`src/rtl/xbus_pkg.sv`:
```
package xbus_pkg;
  localparam int MC_CLKS   = 4;
  localparam int STRETCH_W = 3;
  localparam int ADDR_W    = 16;
  localparam int DATA_W    = 8;
  localparam int HALF_W    = ADDR_W / 2;
  localparam int ADDR_CLKS = MC_CLKS / 2;
  localparam int MAX_CLKS  = MC_CLKS * (2 + (1 << STRETCH_W) - 1);
  localparam int PH_W      = $clog2(MAX_CLKS + 1);

  typedef logic [STRETCH_W-1:0] stretch_t;
  typedef logic [PH_W-1:0]      phase_t;

  typedef struct packed {
    logic              wr;
    logic [HALF_W-1:0] lo;
    logic [HALF_W-1:0] hi;
    logic [DATA_W-1:0] wdata;
    stretch_t          stretch;
  } xfer_t;

  function automatic phase_t access_len(input stretch_t s);
    return PH_W'(MC_CLKS * (2 + int'(s)));
  endfunction

  function automatic phase_t strobe_len(input stretch_t s);
    return (s == '0) ? PH_W'(MC_CLKS / 2) : PH_W'(MC_CLKS * int'(s));
  endfunction

  function automatic phase_t strobe_first();
    return PH_W'(MC_CLKS);
  endfunction

  function automatic phase_t strobe_last(input stretch_t s);
    return PH_W'(MC_CLKS) + strobe_len(s) - PH_W'(1);
  endfunction
endpackage

```
`src/rtl/xbus_stretch_reg.sv`:
```
module xbus_stretch_reg
  import xbus_pkg::*;
#(
  parameter logic [7:0] CFG_ADDR  = 8'h8E,
  parameter int         RESET_VAL = 1
) (
  input  logic       clk,
  input  logic       rst_n,
  input  logic       cfg_we,
  input  logic [7:0] cfg_addr,
  input  stretch_t   cfg_wdata,
  output stretch_t   stretch
);
  logic hit;
  assign hit = cfg_we && (cfg_addr == CFG_ADDR);

  always_ff @(posedge clk or negedge rst_n) begin
    if (!rst_n)   stretch <= STRETCH_W'(RESET_VAL);
    else if (hit) stretch <= cfg_wdata;
  end

  p_reg_hold_r2: assert property (@(posedge clk) disable iff (!rst_n)
    !hit |=> $stable(stretch));
endmodule

```
`src/rtl/xbus_timer.sv`:
```
module xbus_timer
  import xbus_pkg::*;
(
  input  logic   clk,
  input  logic   rst_n,
  input  logic   start,
  input  phase_t len,
  output logic   active,
  output phase_t phase,
  output logic   last
);
  assign last = active && (phase == len - PH_W'(1));

  always_ff @(posedge clk or negedge rst_n) begin
    if (!rst_n) begin
      active <= 1'b0;
      phase  <= '0;
    end else if (!active) begin
      if (start) begin
        active <= 1'b1;
        phase  <= '0;
      end
    end else if (last) begin
      active <= 1'b0;
      phase  <= '0;
    end else begin
      phase <= phase + PH_W'(1);
    end
  end

  p_done_ends_r3: assert property (@(posedge clk) disable iff (!rst_n)
    last |=> !active);
  p_no_overrun_r3: assert property (@(posedge clk) disable iff (!rst_n)
    active |-> (phase < len));
  p_busy_runs_r11: assert property (@(posedge clk) disable iff (!rst_n)
    (active && !last) |=> (active && phase == $past(phase) + PH_W'(1)));
endmodule

```
`src/rtl/xbus_strobe_gen.sv`:
```
module xbus_strobe_gen
  import xbus_pkg::*;
(
  input  logic              clk,
  input  logic              rst_n,
  input  logic              active,
  input  phase_t            phase,
  input  xfer_t             xfer,
  input  logic [DATA_W-1:0] bus_in,
  output logic              ale,
  output logic [DATA_W-1:0] bus_out,
  output logic              bus_oe,
  output logic              rd_n,
  output logic              wr_n,
  output logic [DATA_W-1:0] rdata
);
  logic in_addr, strobe_on, sample_evt, data_phase;
  phase_t last_clk;

  assign last_clk   = strobe_last(xfer.stretch);
  assign in_addr    = active && (phase < PH_W'(ADDR_CLKS));
  assign data_phase = active && !in_addr;
  assign strobe_on  = active && (phase >= strobe_first()) && (phase <= last_clk);
  assign sample_evt = strobe_on && !xfer.wr && (phase == last_clk);

  assign ale    = in_addr;
  assign rd_n   = !(strobe_on && !xfer.wr);
  assign wr_n   = !(strobe_on && xfer.wr);
  assign bus_oe = in_addr || (data_phase && xfer.wr);

  always_comb begin
    if (in_addr)                       bus_out = xfer.lo;
    else if (data_phase && xfer.wr)    bus_out = xfer.wdata;
    else                               bus_out = '0;
  end

  always_ff @(posedge clk or negedge rst_n) begin
    if (!rst_n)          rdata <= '0;
    else if (sample_evt) rdata <= bus_in;
  end

  p_strobes_exclusive_r6: assert property (@(posedge clk) disable iff (!rst_n)
    !(!rd_n && !wr_n));
  p_wr_data_driven_r6: assert property (@(posedge clk) disable iff (!rst_n)
    !wr_n |-> (bus_oe && !ale));
  p_ale_drives_bus_r4: assert property (@(posedge clk) disable iff (!rst_n)
    ale |-> (bus_oe && rd_n && wr_n));
  p_rd_released_after_sample_r7: assert property (@(posedge clk) disable iff (!rst_n)
    sample_evt |=> rd_n);
  p_read_bus_free_r7: assert property (@(posedge clk) disable iff (!rst_n)
    !rd_n |-> !bus_oe);
endmodule

```
`src/rtl/xbus_sequencer.sv`:
```
module xbus_sequencer
  import xbus_pkg::*;
#(
  parameter logic [7:0] CFG_ADDR      = 8'h8E,
  parameter int         RESET_STRETCH = 1
) (
  input  logic              clk,
  input  logic              rst_n,
  input  logic              cfg_we,
  input  logic [7:0]        cfg_addr,
  input  logic [2:0]        cfg_wdata,
  input  logic              req_valid,
  input  logic              req_write,
  input  logic              req_page,
  input  logic [15:0]       req_addr,
  input  logic [7:0]        req_wdata,
  input  logic [7:0]        p2_latch,
  input  logic [7:0]        bus_in,
  output logic              busy,
  output logic              ale,
  output logic              psen_n,
  output logic [7:0]        bus_out,
  output logic              bus_oe,
  output logic [7:0]        addr_hi,
  output logic              rd_n,
  output logic              wr_n,
  output logic [7:0]        rdata,
  output logic              done
);
  stretch_t stretch;
  xfer_t    xfer_q;
  logic     active, last, accept;
  phase_t   phase;

  xbus_stretch_reg #(.CFG_ADDR(CFG_ADDR), .RESET_VAL(RESET_STRETCH)) u_reg (
    .clk(clk), .rst_n(rst_n), .cfg_we(cfg_we), .cfg_addr(cfg_addr),
    .cfg_wdata(cfg_wdata), .stretch(stretch)
  );

  assign accept = req_valid && !active;

  always_ff @(posedge clk or negedge rst_n) begin
    if (!rst_n) begin
      xfer_q <= '0;
    end else if (accept) begin
      xfer_q.wr      <= req_write;
      xfer_q.lo      <= req_addr[HALF_W-1:0];
      xfer_q.hi      <= req_page ? p2_latch : req_addr[ADDR_W-1:HALF_W];
      xfer_q.wdata   <= req_wdata;
      xfer_q.stretch <= stretch;
    end
  end

  xbus_timer u_timer (
    .clk(clk), .rst_n(rst_n), .start(accept), .len(access_len(xfer_q.stretch)),
    .active(active), .phase(phase), .last(last)
  );

  xbus_strobe_gen u_strobe (
    .clk(clk), .rst_n(rst_n), .active(active), .phase(phase), .xfer(xfer_q),
    .bus_in(bus_in), .ale(ale), .bus_out(bus_out), .bus_oe(bus_oe),
    .rd_n(rd_n), .wr_n(wr_n), .rdata(rdata)
  );

  assign busy    = active;
  assign done    = last;
  assign addr_hi = xfer_q.hi;
  assign psen_n  = 1'b1;

  p_psen_high_r9: assert property (@(posedge clk) disable iff (!rst_n) psen_n);
  p_snapshot_stable_r10: assert property (@(posedge clk) disable iff (!rst_n)
    (active && !last) |=> $stable(xfer_q));
  p_strobe_window_r5: assert property (@(posedge clk) disable iff (!rst_n)
    (!rd_n || !wr_n) |-> (busy && !ale && !done));
endmodule

```
`config.mk`:
```
export PLATFORM = sky130hd
export DESIGN_NAME = xbus_sequencer
export DESIGN_NICKNAME = d
export VERILOG_FILES = /design/src/rtl/xbus_pkg.sv /design/src/rtl/xbus_stretch_reg.sv /design/src/rtl/xbus_timer.sv /design/src/rtl/xbus_strobe_gen.sv /design/src/rtl/xbus_sequencer.sv
export SDC_FILE = /design/constraint.sdc
export NUM_CORES = 1
export LEC_CHECK = 0
export BUFFER_PORTS_ARGS = -buffer_cell sky130_fd_sc_hd__buf_2
export CORE_MARGIN = 2
export CORE_UTILIZATION = 35
export CTS_CLUSTER_DIAMETER = 60
export DETAILED_ROUTE_END_ITERATION = 8
export GPL_ROUTABILITY_DRIVEN = 0
export GPL_TIMING_DRIVEN = 0
export HOLD_SLACK_MARGIN = 0.12
export PLACE_DENSITY = 0.64
export SYNTH_ARGS = -nofsm -noshare
export SYNTH_HDL_FRONTEND = slang
export SYNTH_SLANG_ARGS = --single-unit
```
`constraint.sdc`:
```
create_clock -name clk -period 2.8 [get_ports clk]
set_input_delay 0.56 -clock clk [delete_from_list [all_inputs] [get_ports clk]]
set_output_delay 0.56 -clock clk [all_outputs]
set_load 0.005 [all_outputs]
```
# Word level (Yosys, flattened, before mapping)

Index checks and enable logic that the tools add are counted.
W data, S select, Z words.

Register bits after elaboration: 46
Input port bits: 57
Output and inout port bits: 31
Word-level logic and storage cells: 49

Add/subtract/negate cells: 5
Magnitude comparators: 3
Equality and inequality tests: 3
Muxes and demuxes: 10
Reduce and logical (&&, ||, !) cells: 19

Operators by type and width:

| kind                  | number |
|---|---|
| $mux W8               | 3 |
| $mux W6               | 3 |
| $eq A6 B6 Y1          | 2 |
| $sub A6 B1 Y6 const B | 2 |
| $logic_and A1 B1 Y1   | 11 |
| $eq A8 B8 Y1 const B  | 1 |
| $add A3 B6 Y6 const A | 1 |
| $add A6 B1 Y6 const B | 1 |
| $ge A6 B3 Y1 const B  | 1 |
| $le A6 B6 Y1          | 1 |
| $lt A6 B2 Y1 const B  | 1 |
| $logic_not A1 Y1      | 5 |
| $mux W5               | 1 |
| $add A2 B3 Y4 const A | 1 |
| $logic_not A3 Y1      | 1 |
| $mux W1               | 3 |
| $reduce_bool A2 Y1    | 1 |
| $logic_or A1 B1 Y1    | 1 |

# Depth between registers and ports, before layout

Depth after elaboration: 8
Depth in mapped cells: 10
Gate-level depth less buffers: 9

# Hierarchy

From an unflattened synthesis, not the netlist that was laid out.

Cells, all modules: 206
Area, all modules: 2,626.3 um^2

Modules (own cells, without submodules):

| module           | instances | cells each | area each (um^2) |
|---|---|---|---|
| xbus_sequencer   | 1         | 82         | 1,340.0 |
| xbus_strobe_gen  | 1         | 53         | 589.3 |
| xbus_timer       | 1         | 62         | 549.3 |
| xbus_stretch_reg | 1         | 9          | 147.6 |

# Worst setup path after synthesis

Ideal clock, no wire load.

Path type: flip-flop to output port
Start: reg xfer_q[1] in the netlist's numbering
End: out done
Arrival: 1,761 ps
Slack: 479 ps
Stages on the path, launching flop included: 6
Buffers on the path: 0
Cells stage by stage: dfrtp_1 > ha_1 > xnor3_1 > nand4_1 > nor3_1 > and2_1

Word-level cells in the longest chain between the ends: 4

Ends and longest elaborated chain:

| element             | RTL line             | text |
|---|---|---|
| start: declaration  | xbus_sequencer.sv:31 | `xfer_t xfer_q;` |
| $add A2 B3 Y4       | xbus_pkg.sv:23       | `return PH_W'(MC_CLKS * (2 + int'(s)));` |
| $sub A6 B1 Y6       | xbus_timer.sv:12     | `assign last = active && (phase == len - PH_W'(1));` |
| $eq A6 B6 Y1        | xbus_timer.sv:12     |  |
| $logic_and A1 B1 Y1 | xbus_timer.sv:12     |  |
| end: declaration    | xbus_sequencer.sv:28 | `output logic done` |

No other way between the ends.

# Worst setup path in the final report

Start: reg xfer_q[1] in the netlist's numbering
End: out rd_n

Word-level cells in the longest chain between the ends: 8

Ends and longest elaborated chain:

| element                 | RTL line              | text |
|---|---|---|
| $logic_not A3 Y1        | xbus_pkg.sv:27        | `return (s == '0) ? PH_W'(MC_CLKS / 2) : PH_W'(MC_CLKS * int'(s));` |
| $mux W5 (*)             | xbus_pkg.sv:27        |  |
| $add A3 B6 Y6 (*)       | xbus_pkg.sv:35        | `return PH_W'(MC_CLKS) + strobe_len(s) - PH_W'(1);` |
| $sub A6 B1 Y6 (*)       | xbus_pkg.sv:35        |  |
| $le A6 B6 Y1 (*)        | xbus_strobe_gen.sv:23 | `assign strobe_on = active && (phase >= strobe_first()) && (phase <= last_clk);` |
| $logic_and A1 B1 Y1 (*) | xbus_strobe_gen.sv:23 |  |
| $logic_and A1 B1 Y1 (*) | xbus_strobe_gen.sv:27 | `assign rd_n = !(strobe_on && !xfer.wr);` |
| $logic_not A1 Y1 (*)    | xbus_strobe_gen.sv:27 |  |
| end: declaration        | xbus_sequencer.sv:25  | `output logic rd_n,` |

Every way passes the cells marked *; elsewhere a longest branch is shown, timed or not.

==> results.json <==
{
  "post-place-ws_ns": 0.0883,
  "cts_htree_levels": 2,
  "synth_top_area_frac": 0.469,
  "swShare": 0.362,
  "dp_cells": 376,
  "cp_data_required_time_ns": 2.24,
  "cts_root_buf": "clkbuf_8",
  "place_area_um2": 2930,
  "n_antenna_cell": 0,
  "die_w_um": 86.8,
  "path_max_fanout": 4,
  "stdcell_count": 389,
  "nets": 376,
  "rr_startpoint": "xfer_q[1]",
  "routed_wl_mm": 5.06,
  "via_per_inst": 4.83,
  "yosys.cell_types.count": 37,
  "holdWs_ns": 0.418,
  "grt_busiest_layer": "met2",
  "rsz0062_at_grt": "true",
  "r2r_end": "u_strobe.rdata[7]",
  "grt_pass1_vias": 1746,
  "syn_area_per_cell_um2": 11.4,
  "fmax_mhz": 369,
  "seq_power_share": 0.369,
  "synth_async_sr_flop_share": 1.00,
  "placementRows": 30,
  "synthSimpleGateAreaFrac": 0.0980,
  "finalCritPeriodShare": 0.968,
  "cts_sinks": 46,
  "power.density_nw_per_um2": 1020,
  "clk_pin_slew_worst_paths_ns": 0.09,
  "synth-main-ff-cell": "dfrtp_1",
  "peakVddDrop_mv": 0.355,
  "drv_slew": 0,
  "synth_fa_ha_area_frac": 0.0573,
  "use_met3": 0.0314,
  "finalWorstSetupSlack_ns": 0.0909,
  "p_sw_mw": 1.15,
  "synth_compound_area_frac": 0.106,
  "path_class": "register to output pin",
  "num-fill-cells": 617,
  "drt-pass1-iter-count": 4,
  "final_common_cell": "buf_2",
  "multi_input_area_um2": 1160,
  "tightest_slew_ns": 1.00,
  "die-height_um": 86.8,
  "cp_data_arrival_time_ns": 2.15,
  "hold_path_class": "input port to async pin",
  "grt_antenna_before_repair": 0,
  "insertion_delay_ns": 0.31,
  "drcViolationCount": 0,
  "grt-ovfl-total": 0,
  "design.core.area_um2": 6720,
  "ios": 88,
  "critPathCaptureType": "output pin",
  "synth_mux_area_frac": 0.172,
  "layout-drive-gt1-share": 0.489,
  "comb_power_share": 0.495,
  "cts_made_buffers": 5,
  "most-common-layout-cells": "85 x buf_2, 45 x dfrtp_1, 19 x mux2_2",
  "yosys.area.top_type": "dfrtp_1",
  "grtUsageMet2": 0.204,
  "synth.area.top_cells": "dfrtp_1 47%, mux2_2 8.9%, ha_1 5.7%",
  "syn_inst": 210,
  "ys_seq_area_frac": 0.480,
  "cts_tree": "built",
  "ys_warn_count": 0,
  "synth_seq_cells": 46,
  "skew_ns": 0.0106,
  "drt_iter0_drc": 73,
  "r2r_cells": 10,
  "area_growth_pct": 30.1,
  "use_met1": 0.187,
  "grt_pass1_wl_mm": 8.02,
  "outcome": "completed",
  "postRouteAntennaNets": 0,
  "synth_top_family_by_area": "multiplexers",
  "p_clk_frac": 0.136,
  "num_vias": 1877,
  "final.min_clock_period_ns": 2.71,
  "syn-cell-area_um2": 2400,
  "grt_max_degree": 47,
  "synth-edff-count": 0,
  "intPower_mw": 2.03,
  "slew_headroom": 0.331,
  "synth_xor_area_frac": 0.0240,
  "drv_cap": 0,
  "dpl.hpwl_mm": 3.75,
  "seqCellArea_um2": 1150,
  "cts_hold_buf": 0,
  "hold_violations": 0,
  "grt_usage": 0.134,
  "cts_buffer_depth": 2,
  "io_buffers": 85,
  "wl_per_cell_um": 13.0,
  "start_util": 0.357,
  "final_area_um2": 3120,
  "startpoint_type": "register",
  "power.leakage_nw": 1.56,
  "die_area_um2": 7540,
  "setup_viol": 0,
  "reg2reg_slack_ns": 0.50
}
[area by class of cell]
type / instances / area share
Clock inverter: 3 / 0.00921
Sequential cell: 46 / 0.369
Tap cell: 80 / 0.0321
Buffer: 19 / 0.0397
Multi-Input combinational cell: 140 / 0.373
Timing Repair Buffer: 90 / 0.148
Inverter: 6 / 0.00721
Clock buffer: 5 / 0.0220
[cell usage after synthesis, types with 2 or more instances]
cell        n
mux2i_1     8
dfrtp_1    45
o2111ai_1   2
nand3_1     3
mux2_4      8
buf_6       2
nand2_1    13
inv_1       6
a22o_1      8
nor2_1     14
nor2b_1     3
nand4_1     2
xnor2_1     2
o21ai_0     9
o31ai_1     2
o21a_1      2
nor3_1      3
clkbuf_1    6
ha_1       11
buf_4      10
xor2_1      2
and2_1      2
a21oi_1    15
mux2_2     19
[metal layers]
metal  wire length (µm)  vias up
li1                   -      929
met1               2510      870
met2               2140       71
met3                352        7
met4                 59        0
met5                  0        -
[how the worst max path moves through the flow]
stage | end | start | cells past startpoint
final | rd_n | xfer_q[1] | 10
after global routing | rd_n | xfer_q[1] | 10
after CTS | wr_n | xfer_q[1] | 10
after detailed placement | done | xfer_q[1] | 6
after global placement | done | xfer_q[1] | 6
after floorplan | done | xfer_q[1] | 5
[critical path: stages, from the launching register on]
cell	delay (ns)
dfrtp_1	0.42
inv_2	0.07
ha_4	0.15
nor2b_4	0.12
nand2b_1	0.14
ha_1	0.18
a21oi_1	0.17
o21ai_2	0.09
a21oi_2	0.19
o2111ai_2	0.16
buf_2	0.17
[through the flow]
stage / util / power (mW) / TNS [ns]
after floorplan: - / 2.14 / 0
after global placement: 0.436 / 2.59 / 0
after detailed placement: 0.436 / 2.62 / 0
after CTS: 0.458 / 3.14 / 0
after global routing: 0.465 / 3.48 / -0.125
final: 0.465 / 3.19 / 0
[kinds of logic (layout without fill, tap and decap cells)]
| logic type | Yosys count | after routing |
|---|---|---|
| xor gates and xnor gates | 5 | 5 |
| other | 1 | 2 |
| and+or+nand+nor | 47 | 47 |
| DFF | 46 | 46 |
| adders and majority gates | 11 | 11 |
| AOI/OAI and AO/OA | 40 | 40 |
| muxes | 35 | 35 |
| buffers and inverters | 25 | 123 |
[sequential cells by signal (all words and copies together) (netlist names)]
signal / count
addr_hi: 8
u_reg.stretch: 3
u_strobe.rdata: 8
u_timer.active: 1
u_timer.phase: 6
xfer_q: 20
[power groups by stage]
stage | Sequential (mW) | Combinational, mW | Clock [mW]
5_1_grt | 1.22 | 1.78 | 0.484
3_5_place_dp | 1.19 | 1.43 | 0
3_3_place_gp | 1.18 | 1.41 | 0
2_1_floorplan | 1.14 | 1.01 | 0
6_report | 1.18 | 1.58 | 0.434
4_1_cts | 1.17 | 1.52 | 0.451
[what timing repair did]
action	in CTS	in global routing
setup endpoints to repair	3	11
resized for setup	7	8
pin swaps	1	3
gates cloned	0	0
setup buffers	3	2
No activity file was read; power rests on OpenSTA's default activity.
